## src/rtl/wake_pkg.sv

```systemverilog
package wake_pkg;

   typedef enum logic [2:0] {
      ST_RUN     = 3'd0,
      ST_WAIT    = 3'd1,
      ST_PWR     = 3'd2,
      ST_FLASH   = 3'd3,
      ST_RESTART = 3'd4
   } wake_st_e;

   function automatic int unsigned max3(input int unsigned a, input int unsigned b,
                                        input int unsigned c);
      int unsigned m;
      m = (a > b) ? a : b;
      return (m > c) ? m : c;
   endfunction

endpackage

```

## src/rtl/wake_src_filter.sv

```systemverilog
module wake_src_filter #(
   parameter int NUM_SRC = 4,
   parameter int PRIO_W  = 3
) (
   input  logic [NUM_SRC-1:0]        irq_req,
   input  logic [NUM_SRC*PRIO_W-1:0] irq_prio,
   output logic                      wake_hit
);

   logic [NUM_SRC-1:0] armed;

   for (genvar i = 0; i < NUM_SRC; i++) begin : g_src
      assign armed[i] = irq_req[i] && (irq_prio[i*PRIO_W +: PRIO_W] != '0);
   end

   assign wake_hit = |armed;

endmodule

```

## src/rtl/wake_phase_timer.sv

```systemverilog
module wake_phase_timer #(
   parameter int CNT_W = 8
) (
   input  logic             clk,
   input  logic             rst_n,
   input  logic             load,
   input  logic [CNT_W-1:0] load_val,
   output logic             expired
);

   logic [CNT_W-1:0] cnt;

   always_ff @(posedge clk or negedge rst_n) begin
      if (!rst_n)
         cnt <= '0;
      else if (load)
         cnt <= load_val;
      else if (cnt != '0)
         cnt <= cnt - 1'b1;
   end

   assign expired = (cnt == '0);

endmodule

```

## src/rtl/wake_seq.sv

```systemverilog
module wake_seq
   import wake_pkg::*;
#(
   parameter int NUM_SRC    = 4,
   parameter int PRIO_W     = 3,
   parameter int SEL_W      = 3,
   parameter int CYC_PER_US = 20,
   parameter int STAB_US    = 100,
   parameter int FLASH_US   = 60
) (
   input  logic                      clk,
   input  logic                      rst_n,
   input  logic                      wait_req,
   input  logic [NUM_SRC-1:0]        irq_req,
   input  logic [NUM_SRC*PRIO_W-1:0] irq_prio,
   input  logic                      flash_stop_cfg,
   input  logic                      lp_reg_cfg,
   input  logic [SEL_W-1:0]          wake_clk_sel,
   output logic                      cpu_clk_en,
   output logic                      flash_act_req,
   output logic [SEL_W-1:0]          clk_div_sel,
   output logic                      core_run
);

   localparam int unsigned STAB_CYC  = STAB_US * CYC_PER_US;
   localparam int unsigned FLASH_CYC = 1 + FLASH_US * CYC_PER_US;
   localparam int unsigned RST_MAX   = 2 << ((1 << SEL_W) - 1);
   localparam int unsigned MAX_CYC   = max3(STAB_CYC, FLASH_CYC, RST_MAX);
   localparam int          CNT_W     = $clog2(MAX_CYC + 1);

   initial begin
      if (NUM_SRC < 1)    $error("NUM_SRC must be at least 1");
      if (PRIO_W < 1)     $error("PRIO_W must be at least 1");
      if (SEL_W < 1 || SEL_W > 4) $error("SEL_W must be 1..4");
      if (CYC_PER_US < 1) $error("CYC_PER_US must be at least 1");
   end

   wake_st_e         st;
   logic             wake_hit;
   logic             expired;
   logic             tmr_load;
   logic [CNT_W-1:0] tmr_val;
   logic             use_stab;
   logic [CNT_W-1:0] flash_len_m1;
   logic [CNT_W-1:0] rst_len_m1;

   wake_src_filter #(.NUM_SRC(NUM_SRC), .PRIO_W(PRIO_W)) u_filter (
      .irq_req (irq_req),
      .irq_prio(irq_prio),
      .wake_hit(wake_hit)
   );

   wake_phase_timer #(.CNT_W(CNT_W)) u_timer (
      .clk     (clk),
      .rst_n   (rst_n),
      .load    (tmr_load),
      .load_val(tmr_val),
      .expired (expired)
   );

   if (STAB_CYC == 0) begin : g_no_stab
      assign use_stab = 1'b0;
   end else begin : g_stab
      assign use_stab = lp_reg_cfg;
   end

   assign flash_len_m1 = flash_stop_cfg ? CNT_W'(FLASH_CYC - 1) : '0;
   assign rst_len_m1   = (CNT_W'(2) << wake_clk_sel) - 1'b1;

   always_comb begin
      tmr_load = 1'b0;
      tmr_val  = '0;
      unique case (st)
         ST_WAIT: if (wake_hit) begin
            tmr_load = 1'b1;
            tmr_val  = use_stab ? CNT_W'(STAB_CYC - 1) : flash_len_m1;
         end
         ST_PWR: if (expired) begin
            tmr_load = 1'b1;
            tmr_val  = flash_len_m1;
         end
         ST_FLASH: if (expired) begin
            tmr_load = 1'b1;
            tmr_val  = rst_len_m1;
         end
         default: ;
      endcase
   end

   always_ff @(posedge clk or negedge rst_n) begin
      if (!rst_n) begin
         st          <= ST_RUN;
         core_run    <= 1'b0;
         clk_div_sel <= '0;
      end else begin
         core_run <= 1'b0;
         unique case (st)
            ST_RUN:  if (wait_req) st <= ST_WAIT;
            ST_WAIT: if (wake_hit) st <= use_stab ? ST_PWR : ST_FLASH;
            ST_PWR:  if (expired) st <= ST_FLASH;
            ST_FLASH: if (expired) begin
               st          <= ST_RESTART;
               clk_div_sel <= wake_clk_sel;
            end
            ST_RESTART: if (expired) begin
               st       <= ST_RUN;
               core_run <= 1'b1;
            end
            default: st <= ST_RUN;
         endcase
      end
   end

   assign cpu_clk_en    = (st == ST_RUN);
   assign flash_act_req = (st == ST_FLASH);

endmodule

```

## config.mk

```make
export PLATFORM = sky130hd
export DESIGN_NAME = wake_seq
export DESIGN_NICKNAME = d
export VERILOG_FILES = /design/src/rtl/wake_pkg.sv /design/src/rtl/wake_src_filter.sv /design/src/rtl/wake_phase_timer.sv /design/src/rtl/wake_seq.sv
export SDC_FILE = /design/constraint.sdc
export NUM_CORES = 1
export LEC_CHECK = 0
export ABC_AREA = 1
export CAP_MARGIN = 20
export CORE_ASPECT_RATIO = 0.6
export CORE_UTILIZATION = 52
export DETAILED_ROUTE_END_ITERATION = 16
export PLACE_DENSITY = 0.83
export SYNTH_ARGS = -nofsm -noshare
export SYNTH_HDL_FRONTEND = slang
export SYNTH_SLANG_ARGS = --single-unit
```

## constraint.sdc

```tcl
create_clock -name clk -period 2 [get_ports clk]
set_input_delay 0.2 -clock clk [delete_from_list [all_inputs] [get_ports clk]]
set_output_delay 0.2 -clock clk [all_outputs]
set_load 0.005 [all_outputs]
```

==> results.yml <==
sta:
  fin_crit_sh_pct: 85.9
  hold_violations: 0
  tightest_slew_ns: 0.345
  maxSlewHeadroom_pct: 76.9
  slew_viol_final: 0
  setup_viol: 0
  skew_ns: 0.00375
  rsz0062_at_grt: "no"
  fin_tns_setup_ns: 0
  clock.fmax_mhz: 582
  min_period_ns: 1.72
layout:
  layout.area.seq_sq_um: 450
  final_cell_mix: "nand2_1, nor2_1, inv_1"
  fillCellCount: 206
  final_common_cell: "nand2_1"
  area_growth_pct: 27.0
  drive_above_1_share_pct: 17.7
  final_util_pct: 74.0
  multi_input_area_sq_um: 933
  n_antenna_cell: 0
  nNetsFinal: 294
  design_area_sq_um: 1980
die:
  ios: 30
  placementRows: 14
  coreArea_sq_um: 2680
  dieArea_sq_um: 3240
  die_x_microns: 72.8
  initial_core_util_pct: 58.3
  die_h_microns: 44.5
placement:
  io_buffers: 29
  placed_area_sq_um: 1930
  place_hpwl_microns: 3090
  gp_congestion: 0.901
setup_path:
  critPathLaunchType: "register"
  cp.arrival_ns: 1.52
  cp-end-kind: "output port"
  path_max_fanout: 4
  cp.required_ns: 1.80
  path_class: "reg2out"
yosys:
  ys_warn_count: 0
  synth_cell_types: 34
  synthFlopType: "dfrtp_1"
  syn-instance-count: 229
  synth_seq_cells: 18
  synth_area_per_cell_sq_um: 6.82
  syn_area_sq_um: 1560
  postSynth.asyncResetShare_pct: 100
  syn_nets: 256
  seq_area_frac_synth_pct: 28.8
  synth_edf_count: 0
run:
  drv_cap: 0
pwr:
  ir_drop_mv: 0.758
  powerDensity_nw_per_um2: 1240
  p_leak_uw: 0.00102
grt:
  grt_max_degree: 19
  grt_pass1_wl_microns: 6510
  antenna_found_initial: 0
  grt.total_usage_pct: 27.0
  grt-ovfl-total: 0
  grt_pass1_vias: 1456
clock_tree:
  cts_setup_buffers: 0
  clkLatencyLatePin_ns: 0.26
  cts_buffers: 3
  cts_sinks: 18
  path_clk_slew_ns: 0.07
  cts_hold_buf: 0
  htreeDepth: 1
  ctsResizeCount: 0
  cts_max_path_buffers: 2
  cts_tree: "done"
  root_buffer: "clkbuf_8"
detailed_routing:
  finalWirelength_microns: 3810
  drc: 0
  firstDrtPassIters: 4
  num_vias: 1564
  routedWlPerCell_microns: 12.5
  drt_iter0_drc: 121
  vias_per_cell: 5.11
  postRouteAntennaNets: 0
status:
  status: "completed"
hold_path:
  min_path_type: "in2async"
[through the flow]
stage / std cells / total power, uW / setup slack, ns / hold WS, ns
finish: 306 / 2460 / 0.282 / 0.269
global route: 306 / 2670 / 0.219 / 0.298
floorplan: 229 / 1750 / 0.556 / -0.0956
detailed placement: 302 / 2130 / 0.133 / 0.481
CTS: 306 / 2450 / 0.290 / 0.283
global placement: 302 / 2100 / 0.206 / 0.470
[synthesized netlist by cell type, types with 3 or more instances]
master	count	area, sq um
nand2_2	5	31.3
a21oi_1	4	20.0
inv_1	35	131
nand3_1	21	105
ha_1	3	37.5
a21oi_2	6	52.6
o21ai_1	3	15.0
nor2_2	3	18.8
xor2_1	6	52.6
nand2_4	3	33.8
o21ai_0	5	25.0
dfrtp_1	18	450
nor2_1	35	131
nand3_2	4	40.0
inv_2	4	15.0
nand2_1	52	195
[kinds of logic after synthesis]
kind of cell,Yosys count,synth area share [%]
fa+ha+maj,3,2.40
xor+xnor,7,3.92
compound gates,23,10.2
simple gates,135,43.2
buf+inv,43,11.4
flops,18,28.8
[sequential cells by signal, indices dropped and copies added (netlist names)]
signal,cells
core_run,1
st,3
u_timer.cnt,11
clk_div_sel,3
[power by group]
part	internal [uW]	switching [uW]
clock network	175	135
logic	600	851
registers	527	169
[final cells by class]
cell class	instances	area share, %
clock buffer	4	2.77
inverter	41	8.07
multi-input combinational	168	47.0
sequential	18	22.7
tap	40	2.52
timing repair buffer	35	16.9
[final timing paths]
path                                                  from                          to  slack [ns]  cells after the start
max in group asynchronous                            rst_n  u_timer.cnt[3]$_DFFE_PN0P_        1.52                      2
worst max-delay path                     st[2]$_DFFE_PN0P_               flash_act_req        0.28                      4
min in group clk                clk_div_sel[2]$_DFFE_PN0P_  clk_div_sel[2]$_DFFE_PN0P_        0.49                      2
worst max register to register  u_timer.cnt[0]$_DFFE_PN0P_  u_timer.cnt[5]$_DFFE_PN0P_        0.35                      7
worst min-delay path                                 rst_n           st[0]$_DFFE_PN0P_        0.27                      2
worst min register to register  clk_div_sel[2]$_DFFE_PN0P_  clk_div_sel[2]$_DFFE_PN0P_        0.49                      2
[metal layers]
layer	up-vias	part of all wire, %	global-route usage, %
met4	0	0.50	5.88
met5	-	0	0
met2	61	42	41.3
met1	715	49	39.3
met3	4	9.1	5.92
li1	784	-	-
[worst max-delay path, stage by stage, from the launching register on]
cell	delay, ns
dfrtp_1	0.39
inv_2	0.08
nand2_2	0.09
nor2_2	0.17
clkdlybuf4s50_1	0.53
(Power assumes the default switching activity.)
